**src/rtl/adc_seq_pkg.sv**
```systemverilog
package adc_seq_pkg;

    localparam int CMD_BITS  = 8;
    localparam int ACQ_CLKS  = 5;
    localparam int HI_BITS   = 4;
    localparam int LO_BITS   = 8;
    localparam int RES_BITS  = HI_BITS + LO_BITS;
    localparam int MAX_SEG   = 8;
    localparam int CNT_W     = $clog2(MAX_SEG + 1);

    localparam logic [7:0] CMD_KEEP  = 8'h7C;
    localparam logic [7:0] CMD_FORCE = 8'h81;

    typedef enum logic [2:0] {
        ST_IDLE,
        ST_CMD,
        ST_ACQ,
        ST_RDHI,
        ST_RDLO,
        ST_FINISH
    } seq_state_t;

endpackage

```
**src/rtl/adc_sclk_gen.sv**
```systemverilog
module adc_sclk_gen #(
    parameter int SCLK_HALF = 2
) (
    input  logic clk,
    input  logic rst_n,
    input  logic en,
    output logic sclk,
    output logic rise_tick,
    output logic fall_tick
);

    localparam int CW = (SCLK_HALF > 1) ? $clog2(SCLK_HALF) : 1;
    localparam logic [CW-1:0] LAST = CW'(SCLK_HALF - 1);

    logic [CW-1:0] ph_cnt;
    logic          ph_end;

    assign ph_end    = (ph_cnt == LAST);
    assign rise_tick = en & ph_end & ~sclk;
    assign fall_tick = en & ph_end & sclk;

    always_ff @(posedge clk or negedge rst_n) begin
        if (!rst_n) begin
            ph_cnt <= '0;
            sclk   <= 1'b0;
        end else if (!en) begin
            ph_cnt <= '0;
            sclk   <= 1'b0;
        end else if (ph_end) begin
            ph_cnt <= '0;
            sclk   <= ~sclk;
        end else begin
            ph_cnt <= ph_cnt + 1'b1;
        end
    end

    // a disabled generator parks the clock low on the next edge
    a_r8_parked: assert property (@(posedge clk) disable iff (!rst_n)
        !en |=> !sclk);

endmodule

```
**src/rtl/adc_frame_ctrl.sv**
```systemverilog
module adc_frame_ctrl
    import adc_seq_pkg::*;
(
    input  logic       clk,
    input  logic       rst_n,
    input  logic       start,
    input  logic [7:0] ctrl_byte,
    input  logic       sdi,
    input  logic       fall_tick,
    output logic       clk_en,
    output logic       cs_n,
    output logic       sdo,
    output logic       busy,
    output logic       done,
    output logic [7:0] res_lo,
    output logic [7:0] res_hi
);

    seq_state_t state, nxt;

    logic [CNT_W-1:0]   bit_cnt;
    logic [7:0]         cmd_sr;
    logic [HI_BITS-1:0] hi_sr;
    logic [LO_BITS-1:0] lo_sr;
    logic               seg_last;

    // last pulse of the current segment
    always_comb begin
        unique case (state)
            ST_CMD:  seg_last = (bit_cnt == CNT_W'(CMD_BITS - 1));
            ST_ACQ:  seg_last = (bit_cnt == CNT_W'(ACQ_CLKS - 1));
            ST_RDHI: seg_last = (bit_cnt == CNT_W'(HI_BITS - 1));
            ST_RDLO: seg_last = (bit_cnt == CNT_W'(LO_BITS - 1));
            default: seg_last = 1'b0;
        endcase
    end

    // next state
    always_comb begin
        nxt = state;
        unique case (state)
            ST_IDLE:   if (start)                nxt = ST_CMD;
            ST_CMD:    if (fall_tick && seg_last) nxt = ST_ACQ;
            ST_ACQ:    if (fall_tick && seg_last) nxt = ST_RDHI;
            ST_RDHI:   if (fall_tick && seg_last) nxt = ST_RDLO;
            ST_RDLO:   if (fall_tick && seg_last) nxt = ST_FINISH;
            ST_FINISH:                          nxt = ST_IDLE;
            default:                            nxt = ST_IDLE;
        endcase
    end

    // state register
    always_ff @(posedge clk or negedge rst_n) begin
        if (!rst_n) state <= ST_IDLE;
        else        state <= nxt;
    end

    // pulse counter within a segment
    always_ff @(posedge clk or negedge rst_n) begin
        if (!rst_n)             bit_cnt <= '0;
        else if (state != nxt)  bit_cnt <= '0;
        else if (fall_tick)     bit_cnt <= bit_cnt + 1'b1;
    end

    // datapath: command shifter and result capture
    always_ff @(posedge clk or negedge rst_n) begin
        if (!rst_n) begin
            cmd_sr <= '0;
            hi_sr  <= '0;
            lo_sr  <= '0;
            res_lo <= '0;
            res_hi <= '0;
        end else begin
            if (state == ST_IDLE && start)
                cmd_sr <= (ctrl_byte & CMD_KEEP) | CMD_FORCE;
            else if (state == ST_CMD && fall_tick)
                cmd_sr <= {cmd_sr[6:0], 1'b0};

            if (state == ST_RDHI && fall_tick)
                hi_sr <= {hi_sr[HI_BITS-2:0], sdi};

            if (state == ST_RDLO && fall_tick) begin
                lo_sr <= {lo_sr[LO_BITS-2:0], sdi};
                if (seg_last) begin
                    res_lo <= {lo_sr[LO_BITS-2:0], sdi};
                    res_hi <= {{(8-HI_BITS){1'b0}}, hi_sr};
                end
            end
        end
    end

    // outputs
    always_comb begin
        clk_en = 1'b0;
        cs_n   = 1'b1;
        sdo    = 1'b0;
        busy   = 1'b1;
        done   = 1'b0;
        unique case (state)
            ST_IDLE:   busy = 1'b0;
            ST_CMD:    begin clk_en = 1'b1; cs_n = 1'b0; sdo = cmd_sr[7]; end
            ST_ACQ,
            ST_RDHI,
            ST_RDLO:   begin clk_en = 1'b1; cs_n = 1'b0; end
            ST_FINISH: done = 1'b1;
            default:   busy = 1'b0;
        endcase
    end

    // a frame is entered only from idle, never restarted mid-frame
    a_r10_entry: assert property (@(posedge clk) disable iff (!rst_n)
        (state != ST_IDLE) |=> (state != ST_CMD || $past(state) == ST_CMD));

    // the finish state lasts exactly one cycle
    a_r9_finish_once: assert property (@(posedge clk) disable iff (!rst_n)
        (state == ST_FINISH) |=> (state == ST_IDLE));

endmodule

```
**src/rtl/adc_conv_seq.sv**
```systemverilog
module adc_conv_seq
    import adc_seq_pkg::*;
#(
    parameter int SCLK_HALF = 2
) (
    input  logic       clk,
    input  logic       rst_n,
    input  logic       start,
    input  logic [7:0] ctrl_byte,
    output logic       busy,
    output logic       done,
    output logic [7:0] res_lo,
    output logic [7:0] res_hi,
    output logic       adc_cs_n,
    output logic       adc_sclk,
    output logic       adc_sdo,
    input  logic       adc_sdi
);

    logic clk_en;
    logic rise_tick;
    logic fall_tick;

    adc_sclk_gen #(.SCLK_HALF(SCLK_HALF)) u_sclk (
        .clk       (clk),
        .rst_n     (rst_n),
        .en        (clk_en),
        .sclk      (adc_sclk),
        .rise_tick (rise_tick),
        .fall_tick (fall_tick)
    );

    adc_frame_ctrl u_frame (
        .clk       (clk),
        .rst_n     (rst_n),
        .start     (start),
        .ctrl_byte (ctrl_byte),
        .sdi       (adc_sdi),
        .fall_tick (fall_tick),
        .clk_en    (clk_en),
        .cs_n      (adc_cs_n),
        .sdo       (adc_sdo),
        .busy      (busy),
        .done      (done),
        .res_lo    (res_lo),
        .res_hi    (res_hi)
    );

    // serial clock never high with the converter deselected
    a_r1_sclk_parked: assert property (@(posedge clk) disable iff (!rst_n)
        adc_cs_n |-> !adc_sclk);

    // data toward the converter is steady across a high phase
    a_r3_sdo_hold: assert property (@(posedge clk) disable iff (!rst_n)
        (adc_sclk && $past(adc_sclk)) |-> $stable(adc_sdo));

    // done is a single-cycle strobe with the select released
    a_r9_done_pulse: assert property (@(posedge clk) disable iff (!rst_n)
        done |=> !done);

    a_r9_done_cs: assert property (@(posedge clk) disable iff (!rst_n)
        done |-> (adc_cs_n && busy));

    // the rise tick of the divider only fires while selected
    a_r8_rise_sel: assert property (@(posedge clk) disable iff (!rst_n)
        rise_tick |-> !adc_cs_n);

endmodule

```
**config.mk**
```make
export PLATFORM = sky130hd
export DESIGN_NAME = adc_conv_seq
export DESIGN_NICKNAME = d
export VERILOG_FILES = /design/src/rtl/adc_seq_pkg.sv /design/src/rtl/adc_sclk_gen.sv /design/src/rtl/adc_frame_ctrl.sv /design/src/rtl/adc_conv_seq.sv
export SDC_FILE = /design/constraint.sdc
export NUM_CORES = 1
export LEC_CHECK = 0
export BUFFER_PORTS_ARGS = -buffer_cell sky130_fd_sc_hd__clkbuf_2
export CAP_MARGIN = 5
export CORE_ASPECT_RATIO = 0.75
export CORE_MARGIN = 5
export CORE_UTILIZATION = 50
export DETAILED_ROUTE_END_ITERATION = 8
export GPL_TIMING_DRIVEN = 0
export PLACE_DENSITY = 0.8
export SLEW_MARGIN = 20
export SYNTH_ARGS = -nofsm -noshare
export SYNTH_HDL_FRONTEND = slang
export SYNTH_SLANG_ARGS = --single-unit
```
**constraint.sdc**
```tcl
create_clock -name clk -period 2.5 [get_ports clk]
set_input_delay 0.5 -clock clk [delete_from_list [all_inputs] [get_ports clk]]
set_output_delay 0.5 -clock clk [all_outputs]
set_load 0.01 [all_outputs]
```
=== Word-level counts from Yosys, hierarchy flattened ===
Index checks and enable logic that the tools add are counted.

* Flip-flop bits (word level): 40
* Input port bits: 12
* Output and inout port bits: 21
* Logic and storage cells: 56

* Add/sub/neg operators: 2
* Equal/unequal tests: 10
* Multiplexer cells: 20
* Bitwise logic cells: 3
* Reductions and logical operators: 12

{| class="wikitable"
|+ Operators by type and width
! operator !! number
|-
| $mux W8 || 2
|-
| $mux W3 || 5
|-
| $pmux W3 S5 || 1
|-
| $mux W1 || 9
|-
| $eq A4 B3 Y1 const B || 2
|-
| $mux W4 || 2
|-
| $eq A3 B2 Y1 const B || 2
|-
| $eq A3 B3 Y1 const B || 2
|-
| $logic_and A1 B1 Y1 || 5
|-
| $reduce_or A5 Y1 || 1
|-
| $add A4 B1 Y4 const B || 1
|-
| $eq A4 B2 Y1 const B || 1
|-
| $reduce_bool A2 Y1 || 2
|-
| $reduce_or A4 Y1 || 1
|-
| $eq A3 B1 Y1 const B || 1
|-
| $logic_not A3 Y1 || 1
|-
| $ne A3 B3 Y1 || 1
|-
| $pmux W1 S3 || 1
|-
| $and A1 B1 Y1 || 2
|-
| $ne A2 B2 Y1 const B || 1
|-
| $reduce_and A2 Y1 || 1
|-
| $reduce_or A2 Y1 || 1
|-
| $add A1 B1 Y1 const B || 1
|-
| $not A1 Y1 || 1
|}

=== Depth between registers and ports, before layout ===
Gate-level depths: netlist (run 1).

* Depth in word-level cells: 10
* Depth in mapped cells: 6
* Depth with buffers taken out: 4

=== Cells and area by module ===
Synthesis (run 1) repeated with hierarchy kept, for this count alone.

* Cell total of the unflattened synthesis: 165
* Area total of the unflattened synthesis: 1934.4 µm²

{| class="wikitable"
|+ By module, submodules not included
! module !! times used !! cells each !! area an instance (µm²)
|-
| adc_frame_ctrl || 1 || 157 || 1845.5
|-
| adc_sclk_gen || 1 || 8 || 88.8
|}

=== Least setup slack after synthesis (run 1) ===
No wires, ideal clock.

* Path type: reg-to-reg
* Start point: register u_frame.state[1]
* End point: register u_frame.res_hi[0]
* Setup time: 125 ps
* Arrival time: 1606 ps
* Required time: 2375 ps
* Path slack: 768 ps
* Stages on the path, launching flop included: 7
* Path buffers: 2
* Path through: dfrtp_1 buf_2 nand3b_1 mux2i_2 a211o_1 buf_6 mux2_4

* Word-level cells in the longest chain between the ends: 7
* Elaborated cells between the ends (all ways): 12
* Classes of those cells: eq/ne (4); mux (2); bitwise (2); reduce/logical (4)

{| class="wikitable"
|+ Ends and longest elaborated chain
! what !! RTL line !! text
|-
| start: declaration || adc_frame_ctrl.sv:19 || <nowiki>seq_state_t state, nxt;</nowiki>
|-
| start signal: assignment || adc_frame_ctrl.sv:55 || <nowiki>else state <= nxt;</nowiki>
|-
| $eq A3 B2 Y1, or another cell as far along || adc_frame_ctrl.sv:29, adc_frame_ctrl.sv:99 ||
|-
| $reduce_or A4 Y1 (no line) || n/a ||
|-
| $mux W1 || adc_frame_ctrl.sv:99 || <nowiki>unique case (state)</nowiki>
|-
| $and A1 B1 Y1 || n/a ||
|-
| $and A1 B1 Y1 || adc_sclk_gen.sv:20 || <nowiki>assign fall_tick = en & ph_end & sclk;</nowiki>
|-
| $logic_and A1 B1 Y1 || adc_frame_ctrl.sv:82 || <nowiki>if (state == ST_RDLO && fall_tick) begin</nowiki>
|-
| $reduce_and A2 Y1 (no line) (*) || n/a ||
|-
| end signal: assignment || adc_frame_ctrl.sv:86 || <nowiki>res_hi <= {{(8-HI_BITS){1'b0}}, hi_sr};</nowiki>
|-
| end: declaration || adc_frame_ctrl.sv:16 || <nowiki>output logic [7:0] res_hi</nowiki>
|}

Every way passes the cells marked *; elsewhere a longest branch is shown, timed or not.
A chain may end at the register's enable or synchronous reset.

=== Worst setup path in the final report (run 1) ===
* Start point: register u_frame.state[0]
* End point: output port adc_cs_n

* Word-level cells in the longest chain between the ends: 3
* Elaborated cells between the ends (all ways): 6
* Classes of those cells: eq/ne (4); mux (1); reduce/logical (1)

{| class="wikitable"
|+ Ends and longest elaborated chain
! what !! RTL line !! text
|-
| $eq A3 B2 Y1, or another cell as far along || adc_frame_ctrl.sv:99 ||
|-
| $reduce_or A4 Y1 (no line) (*) || n/a ||
|-
| $mux W1 (*) || adc_frame_ctrl.sv:99 ||
|-
| end: declaration || adc_conv_seq.sv:14 || <nowiki>output logic adc_cs_n,</nowiki>
|}

Marked as above.

==> impl_metrics.csv, run 1 <==
group,metric,value,unit
status,outcome,"complete, no violations",
yosys,synth.largest_area_cell,"dfrtp_1",
worst_setup_path,worst_path_max_delay_cell,"o21ai_0",
final_layout,nFillCells,299,
worst_setup_path,worst-path-max-fanout,10,
final_layout,final-seq-area,1000,um^2
drt,met1_length,1.50,mm
timing,fmax,0.461,GHz
die,die_area,5080,um^2
drt,highest-signal-layer,"met4",
power_and_ir_drop,sw_frac_of_total,20.7,%
yosys,synth_warnings,0,
clock_tree,later_pin_clock_latency_in_the_skew_report,0.28,ns
grt,grt_pass1_vias,1299,
final_layout,antennaDiodeCount,0,
timing,final_period_minus_worst_setup_slack,2.17,ns
final_layout,syn_to_final_growth,15.8,%
final_layout,finalNonFillerCells,239,
worst_setup_path,critical_path_class,"flip-flop to output pin",
final_layout,number_of_nets_in_the_final_layout,199,
timing,slew_headroom,42.1,%
place,buffer_ports.inserted,25,
yosys,synth_top_area_share,53.4,%
timing,tns,0,ns
timing,tightestPinTransition,0.869,ns
yosys,netlist_top_cells_count,"dfrtp_1 (40), mux2_2 (13), nand2_1 (13), mux2_4 (10), mux2i_1 (9)",
worst_setup_path,crit_chain,"buf_4, o21ai_0, nand2_1, clkbuf_2",
drt,ant_nets,0,
die,floorplan.initialDensity,51.5,%
drt,detail_route.iter0.violations,83,
worst_setup_path,crit_path_end_kind,"output pin",
clock_tree,cts_hold_repair.buffers,0,
drt,dr_wl_met3,143,um
yosys,postSynth.topFlopCell,"dfrtp_1",
worst_setup_path,cpPeakStageDelay,0.44,ns
die,die_span_in_x,80.7,um
drt,drt_wl_total,3.35,mm
worst_setup_path,cp_num_buf_inv,2,
grt,maximum_number_of_pins_on_one_net_before_global_route_repair,41,
yosys,synth.most_common_cell,"dfrtp_1",
yosys,yosys-top-cells-area,"dfrtp_1 (53%), mux2_4 (8.0%), mux2_2 (7.8%)",
drt,dr.pass1.iters,4,
drt,num_vias,1259,
clock_tree,tritoncts_num_sinks,40,
power_and_ir_drop,ir_drop,577,uV
yosys,synth_seq_cells,40,
place,detailedPlacementHpwl,2.50,mm
clock_tree,htreeDepth,2,
die,floorplan.die.height,63.0,um
clock_tree,cts_tree,"built",
yosys,synth_sequential_area_ratio,53.4,%
place,placed_cells,231,
final_layout,layout_cells_sized_above_1,37.4,%
worst_setup_path,required_arrival_time_at_the_worst_endpoint,2.00,ns
clock_tree,cts_buffer_depth,2,
timing,setup_viol_count_final,0,
worst_setup_path,worstSetupStartpointType,"flip-flop",
final_layout,fin_util,59.6,%
grt,global_route_wire_length_before_repair,5.91,mm
power_and_ir_drop,netSwitchingPower,0.000231,W
power_and_ir_drop,internal-power,0.000883,W
min_path,hold_path.class,"input pin to async pin",
drt,drc_errors,0,
final_layout,multi_input_comb_area,806,um^2
flow_run,drv_cap,0,
power_and_ir_drop,power.total,0.00111,W
clock_tree,cts-buffers-inserted,5,
power_and_ir_drop,sequentialPowerShare,58.3,%
yosys,number_of_enable_type_register_cells_in_the_synthesized_netlist,0,
yosys,syn-instance-count,151,
yosys,post_synth_num_cell_types,38,
drt,detail_route.vias_per_cell,5.27,
power_and_ir_drop,cellPowerDensity,513,nW/um^2
die,placementRows,19,
grt,grt_overflow,0,
yosys,postSynthAreaPerCell,12.4,um^2
grt,grt_util_all_layers,14.7,%
clock_tree,cts_root_buffer,"clkbuf_8",
timing,grt_setup_unrepaired,"false",
yosys,async_flop_share,100,%
timing,finalHoldViolCount,0,
grt,grt_antenna_before_repair,0,
final_layout,finished_cell_area,2170,um^2
worst_setup_path,timing.critical_path.max_delay_family,"compound AO/OA/AOI/OAI gates",
yosys,synthesis.area,1870,um^2
timing,worst_clock_skew,0.00431,ns
clock_tree,postCtsResizedCells,0,
clock_tree,cts.clk_slew.worst_paths,0.07,ns
power_and_ir_drop,combinationalPowerShare,2.6,%
power_and_ir_drop,clock_power_share,39.1,%
timing,final.period_utilization,86.8,%
place,globalplace.congestion,0.730,
worst_setup_path,worst_ep_arrival_time,1.67,ns
drt,wl_per_cell,14.0,um
drt,met2_wirelength,1.64,mm
die,core,3640,um^2
timing,report.final.slew_viol_count,0,
place,post_dp_cell_area,2070,um^2
clock_tree,postCtsSetupBuffers,0,
power_and_ir_drop,static_leakage_power,1.18,nW
die,top_level_ports,33,
[final timing paths]
kind	endpoint	slack [ns]	startpoint	depth (start not counted)
min in group clk	u_frame.cmd_sr[4]$_DFFE_PN0P_	0.42	ctrl_byte[4]	3
worst min register to register	u_sclk.ph_cnt$_DFF_PN0_	0.50	u_sclk.ph_cnt$_DFF_PN0_	1
worst min-delay path	u_frame.lo_sr[0]$_DFFE_PN0P_	0.33	rst_n	1
max in group asynchronous	u_frame.cmd_sr[5]$_DFFE_PN0P_	1.63	rst_n	1
worst max-delay path	adc_cs_n	0.33	u_frame.state[0]$_DFF_PN0_	4
worst max register to register	u_frame.res_lo[2]$_DFFE_PN0P_	0.57	u_frame.state[1]$_DFF_PN0_	6
[registers in the layout (all words and copies together), names as in the netlist]
register	cells
u_frame.bit_cnt	4
u_frame.cmd_sr	8
u_frame.hi_sr	4
u_frame.lo_sr	7
u_frame.res_hi	4
u_frame.res_lo	8
u_frame.state	3
u_sclk.ph_cnt	1
u_sclk.sclk	1
[power by group through the flow]
stage           logic [W]  registers [W]  clock network [W]
2_1_floorplan  0.00000883       0.000662                  0
6_report        0.0000288       0.000649           0.000435
3_5_place_dp    0.0000295       0.000662                  0
4_1_cts         0.0000293       0.000649           0.000447
3_3_place_gp    0.0000285       0.000662                  0
5_1_grt         0.0000329       0.000649           0.000476
[cell type report]
cell class                 instances  share of cell area, %
buffer                            10                   3.23
clock buffer                       7                   3.98
clock inverter                     1                  0.346
inverter                           2                  0.346
multi-input combinational        102                   37.2
sequential                        40                   46.2
tap                               52                   3.00
timing repair buffer              25                   5.77
[cell usage in the layout (no fill, tap or decap), types with 2 or more instances in the layout]
cell and n:
dfrtp_1 40, clkbuf_2 24, nand2_1 13, mux2_2 13
mux2_4 10, mux2i_1 9, nor3_1 8, buf_4 6
o21ai_0 6, clkbuf_8 6, nor2_1 5, nand3_1 4
conb_1 4, buf_2 3, and3_1 3, xor2_1 3
inv_1 2, and2_1 2, a21oi_1 2, nand4_1 2
clkbuf_1 2
[cell families (layout without fill, tap and decap cells)]
family	count (synthesis)	in the layout	share of synthesized area [%]
xor+xnor	4	4	1.87
fa+ha+maj	1	1	0.668
buf+inv	12	45	4.14
other cells	1	4	0.200
compound gates	14	14	4.81
mux	33	33	21.4
simple gates	46	46	13.5
flops	40	40	53.4
[layer usage]
metal	up-vias	track usage, %
met5	-	0
met4	0	7.17
met3	6	3.60
met2	31	23.1
met1	623	19.0
li1	599	-
[worst reg2reg max path: stages, from the launching register on]
cell and delay, ns:
dfrtp_1 0.37, buf_2 0.18, nand3b_1 0.12, mux2i_2 0.39, a211o_1 0.23, buf_6 0.20
mux2_4 0.32
[stage by stage]
step / setup slack, ns / hold WS (ns)
2_1_floorplan: 0.768 / 0.204
3_3_place_gp: 0.620 / 0.463
3_5_place_dp: 0.587 / 0.489
4_1_cts: 0.339 / 0.381
5_1_grt: 0.154 / 0.405
6_report: 0.331 / 0.325
(Power assumes the default switching activity.)
==> run 2: changes to the inputs <==
- CORE_UTILIZATION: 50 -> 25
- MAX_ROUTING_LAYER: unset -> met4
- PLACE_DENSITY: 0.8 -> 0.49
- TNS_END_PERCENT: unset -> 100
==> impl_metrics.csv, run 2 (same netlist as run 1, synthesis figures left out) <==
group,metric,value,unit
worst_setup_path,worst_path_max_delay_cell,"o21ai_0",
drt,detail_route.iter0.violations,41,
die,placementRows,27,
final_layout,number_of_nets_in_the_final_layout,199,
die,die_area,9340,um^2
min_path,hold_path.class,"input pin to async pin",
worst_setup_path,crit_chain,"buf_4, o21ai_0, nand2_1, clkbuf_2",
worst_setup_path,cpPeakStageDelay,0.45,ns
clock_tree,later_pin_clock_latency_in_the_skew_report,0.30,ns
final_layout,layout_cells_sized_above_1,38.0,%
clock_tree,cts_tree,"built",
worst_setup_path,worst_ep_arrival_time,1.73,ns
timing,setup_viol_count_final,0,
power_and_ir_drop,power.total,0.00111,W
final_layout,layout_common_cells,"dfrtp_1 (40), clkbuf_2 (24), nand2_1 (13), mux2_2 (13), mux2_4 (10)",
clock_tree,postCtsResizedCells,0,
die,floorplan.initialDensity,25.6,%
place,globalplace.congestion,0.783,
flow_run,drv_cap,0,
drt,detail_route.vias_per_cell,4.23,
die,die_span_in_x,110,um
place,buffer_ports.inserted,25,
worst_setup_path,setup.reg_to_reg.worst_slack,0.53,ns
clock_tree,htreeDepth,2,
power_and_ir_drop,netSwitchingPower,0.000256,W
timing,final.period_utilization,89.1,%
worst_setup_path,required_arrival_time_at_the_worst_endpoint,2.00,ns
drt,ant_nets,0,
worst_setup_path,crit_path_end_kind,"output pin",
die,top_level_ports,33,
timing,finalHoldViolCount,0,
timing,final_period_minus_worst_setup_slack,2.23,ns
power_and_ir_drop,clock_power_share,38.8,%
power_and_ir_drop,sw_frac_of_total,23.1,%
grt,grt_pass1_vias,1231,
drt,wl_per_cell,12.7,um
power_and_ir_drop,static_leakage_power,1.18,nW
drt,dr.pass1.iters,4,
final_layout,largestRegisters,"u_frame.cmd_sr: 8 flops, u_frame.res_lo: 8 flops, u_frame.lo_sr: 7 flops",
timing,finalHoldWorstSlack,0.328,ns
worst_setup_path,worstSetupEndpoint,"adc_cs_n",
drt,drt_wl_total,3.66,mm
timing,worst_clock_skew,0.00538,ns
worst_setup_path,crit_path_start,"u_frame.state[0]$_DFF_PN0_",
power_and_ir_drop,internal-power,0.000853,W
final_layout,fin_util,30.3,%
worst_setup_path,critical_path_class,"flip-flop to output pin",
timing,grt_setup_unrepaired,"false",
grt,maximum_number_of_pins_on_one_net_before_global_route_repair,41,
timing,tns,0,ns
grt,global_route_wire_length_before_repair,6.37,mm
clock_tree,cts_root_buffer,"clkbuf_8",
final_layout,nFillCells,772,
clock_tree,cts.clk_slew.worst_paths,0.08,ns
grt,grt_util_all_layers,9.07,%
die,core,7330,um^2
place,detailedPlacementHpwl,2.56,mm
power_and_ir_drop,sequentialPowerShare,58.5,%
drt,num_vias,1217,
final_layout,antennaDiodeCount,0,
grt,grt_overflow,0,
worst_setup_path,worst-path-max-fanout,10,
final_layout,finalNonFillerCells,288,
worst_setup_path,rr_worst_depth,6,
timing,report.final.slew_viol_count,0,
power_and_ir_drop,cellPowerDensity,499,nW/um^2
place,placed_cells,280,
clock_tree,cts_hold_repair.buffers,0,
clock_tree,postCtsSetupBuffers,0,
clock_tree,cts_buffer_depth,2,
status,outcome,"complete, no violations",
grt,grt_antenna_before_repair,0,
clock_tree,tritoncts_num_sinks,40,
timing,fmax,0.449,GHz
clock_tree,cts-buffers-inserted,5,
final_layout,syn_to_final_growth,18.7,%
timing,tightestPinTransition,0.902,ns
worst_setup_path,r2r_end,"u_frame.res_lo[6]$_DFFE_PN0P_",
timing,slew_headroom,39.9,%
drt,drc_errors,0,
power_and_ir_drop,ir_drop,174,uV
final_layout,leading_cell_type_in_the_layout_fill_and_taps_excluded,"dfrtp_1",
power_and_ir_drop,combinationalPowerShare,2.6,%
die,floorplan.die.height,85.0,um
worst_setup_path,worst_r2r_startpoint,"u_frame.state[1]$_DFF_PN0_",
worst_setup_path,worstSetupStartpointType,"flip-flop",
run 2: worst min path at each step:
stage | endpoint | slack [ns]
after detailed placement | u_frame.cmd_sr[0]$_DFFE_PN0P_ | 0.47
after CTS | u_frame.cmd_sr[4]$_DFFE_PN0P_ | 0.39
after global routing | u_frame.cmd_sr[6]$_DFFE_PN0P_ | 0.40
after global placement | u_frame.cmd_sr[0]$_DFFE_PN0P_ | 0.47
final | u_frame.res_hi[2]$_DFFE_PN0P_ | 0.33
after floorplan | u_frame.bit_cnt[0]$_DFFE_PN0P_ | 0.20
run 2: per-stage QoR:
stage	worst slack, ns	area, um^2
4_1_cts	0.286	2220
2_1_floorplan	0.768	1880
6_report	0.273	2220
5_1_grt	0.116	2220
3_3_place_gp	0.534	2140
3_5_place_dp	0.529	2140
run 2: power by group through the flow:
stage	clock (W)	sequential [W]	combinational (W)
4_1_cts	0.000456	0.000649	0.0000307
6_report	0.000431	0.000649	0.0000290
5_1_grt	0.000482	0.000650	0.0000343
2_1_floorplan	0	0.000662	0.00000883
3_5_place_dp	0	0.000662	0.0000307
3_3_place_gp	0	0.000662	0.0000304
run 2: layer usage:
layer	up-vias	global-route usage (%)	share of wire (%)
met5	-	-	0
met4	0	4.08	1.9
met3	7	2.81	5.7
met2	26	11.5	41
met1	584	13.0	52
li1	600	-	-
run 2: final cells by class:
type	count	area, um^2	area share [%]
flip-flops and latches	40	1000	45.0
multi-input cells	102	806	36.2
well taps	101	126	5.68
repair buffers	25	125	5.63
plain buffers	10	70.1	3.15
clock buffers	5	68.8	3.10
clock inverters	3	18.8	0.844
inverters	2	7.51	0.338
run 2: critical path, delay by kind of cell (launching register included):
family,cells,cell delay (ns)
compound gates,1,0.45
simple gates,1,0.21
buf+inv,2,0.36
flops,1,0.41
==> run 3: changes to the inputs <==
- MAX_ROUTING_LAYER: met4 -> unset
==> impl_metrics.csv, run 3 (same netlist as run 1, synthesis figures left out) <==
group,metric,value,unit
power_and_ir_drop,power.total,0.00111,W
timing,slew_headroom,39.9,%
grt,grt_pass1_vias,1231,
timing,finalWorstSetupSlack,0.273,ns
place,buffer_ports.inserted,25,
drt,met1_length,1.89,mm
die,die_span_in_x,110,um
clock_tree,htreeDepth,2,
drt,drc_errors,0,
drt,ant_nets,0,
power_and_ir_drop,internal-power,0.000853,W
power_and_ir_drop,static_leakage_power,1.18,nW
power_and_ir_drop,ir_drop,174,uV
timing,tightestPinTransition,0.902,ns
final_layout,syn_to_final_growth,18.7,%
die,die_area,9340,um^2
drt,highest-signal-layer,"met4",
clock_tree,cts_root_buffer,"clkbuf_8",
timing,finalHoldViolCount,0,
clock_tree,cts-buffers-inserted,5,
place,place_ws,0.529,ns
drt,detail_route.iter0.violations,36,
worst_setup_path,setup.reg_to_reg.worst_slack,0.53,ns
die,core,7330,um^2
worst_setup_path,worst_ep_arrival_time,1.73,ns
clock_tree,tritoncts_num_sinks,40,
timing,finalHoldWorstSlack,0.328,ns
drt,wl_per_cell,12.7,um
clock_tree,cts_buffer_depth,2,
drt,num_vias,1217,
timing,report.final.slew_viol_count,0,
worst_setup_path,required_arrival_time_at_the_worst_endpoint,2.00,ns
drt,dr.pass1.iters,4,
final_layout,leading_cell_type_in_the_layout_fill_and_taps_excluded,"dfrtp_1",
final_layout,antennaDiodeCount,0,
power_and_ir_drop,netSwitchingPower,0.000256,W
timing,fmax,0.449,GHz
final_layout,layout_cells_sized_above_1,38.0,%
timing,worst_clock_skew,0.00538,ns
worst_setup_path,crit_path_start,"u_frame.state[0]$_DFF_PN0_",
grt,grt_overflow,0,
timing,setup_viol_count_final,0,
timing,grt_setup_unrepaired,"false",
place,globalplace.congestion,0.773,
worst_setup_path,critical_path_class,"flip-flop to output pin",
power_and_ir_drop,combinationalPowerShare,2.6,%
final_layout,largestRegisters,"u_frame.cmd_sr: 8 flops, u_frame.res_lo: 8 flops, u_frame.lo_sr: 7 flops",
final_layout,layout_common_cells,"dfrtp_1 (40), clkbuf_2 (24), nand2_1 (13), mux2_2 (13), mux2_4 (10)",
clock_tree,postCtsSetupBuffers,0,
clock_tree,later_pin_clock_latency_in_the_skew_report,0.30,ns
power_and_ir_drop,clock_power_share,38.8,%
die,floorplan.die.height,85.0,um
worst_setup_path,worst_path_max_delay_cell,"o21ai_0",
timing,tns,0,ns
power_and_ir_drop,sequentialPowerShare,58.5,%
grt,grt_antenna_before_repair,0,
die,placementRows,27,
final_layout,number_of_nets_in_the_final_layout,199,
die,top_level_ports,33,
worst_setup_path,worst-path-max-fanout,10,
drt,drt_wl_total,3.66,mm
worst_setup_path,worstSetupStartpointType,"flip-flop",
die,floorplan.initialDensity,25.6,%
power_and_ir_drop,cellPowerDensity,499,nW/um^2
power_and_ir_drop,sw_frac_of_total,23.1,%
final_layout,fin_util,30.3,%
worst_setup_path,r2r_end,"u_frame.res_lo[6]$_DFFE_PN0P_",
drt,met2_wirelength,1.49,mm
flow_run,drv_cap,0,
clock_tree,cts.clk_slew.worst_paths,0.08,ns
clock_tree,cts_tree,"built",
worst_setup_path,worst_r2r_startpoint,"u_frame.state[1]$_DFF_PN0_",
clock_tree,cts_hold_repair.buffers,0,
drt,detail_route.vias_per_cell,4.23,
min_path,hold_path.class,"input pin to async pin",
grt,maximum_number_of_pins_on_one_net_before_global_route_repair,41,
worst_setup_path,cpPeakStageDelay,0.45,ns
drt,dr_wl_met3,214,um
status,outcome,"complete, no violations",
timing,final_period_minus_worst_setup_slack,2.23,ns
timing,final.period_utilization,89.1,%
worst_setup_path,rr_worst_depth,6,
worst_setup_path,crit_path_end_kind,"output pin",
worst_setup_path,crit_chain,"buf_4, o21ai_0, nand2_1, clkbuf_2",
grt,global_route_wire_length_before_repair,6.37,mm
grt,grt_util_all_layers,8.81,%
clock_tree,postCtsResizedCells,0,
place,detailedPlacementHpwl,2.56,mm
-- run 3: critical path, delay by kind of cell, from the launching register on --
kind                   cells  cell delay [ns]
buffers and inverters      2             0.36
and+or+nand+nor            1             0.21
DFF                        1             0.41
AOI/OAI and AO/OA          1             0.45
-- run 3: per-layer routing --
layer / vias up / global-route usage, %
met2: 26 / 11.5
met1: 584 / 12.9
met4: 0 / 4.08
met5: - / 0
met3: 7 / 2.89
li1: 600 / -
-- run 3: layout make-up --
type                            count  area, um^2
Fill cell                         772        5110
Sequential cell                    40        1000
Tap cell                          101         126
Timing Repair Buffer               25         125
Inverter                            2        7.51
Clock buffer                        5        68.8
Multi-Input combinational cell    102         806
Clock inverter                      3        18.8
Buffer                             10        70.1
-- run 3: worst max-delay path by stage --
stage / depth (start not counted) / slack, ns / endpoint
after detailed placement: 6 / 0.53 / u_frame.res_lo[6]$_DFFE_PN0P_
after CTS: 4 / 0.29 / adc_cs_n
final: 4 / 0.27 / adc_cs_n
after global placement: 6 / 0.53 / u_frame.res_lo[2]$_DFFE_PN0P_
after global routing: 4 / 0.12 / adc_cs_n
after floorplan: 6 / 0.77 / u_frame.res_hi[0]$_DFFE_PN0P_
-- run 3: through the flow --
step | cells | instance area [um^2]
after floorplan | 154 | 1880
after global placement | 280 | 2140
after detailed placement | 280 | 2140
after CTS | 288 | 2220
after global routing | 288 | 2220
final | 288 | 2220
-- run 3: power by group through the flow --
stage | sequential, W | clock (W) | combinational (W)
after floorplan | 0.000662 | 0 | 0.00000883
after global placement | 0.000662 | 0 | 0.0000304
after detailed placement | 0.000662 | 0 | 0.0000307
after CTS | 0.000649 | 0.000456 | 0.0000307
after global routing | 0.000650 | 0.000482 | 0.0000343
final | 0.000649 | 0.000431 | 0.0000290
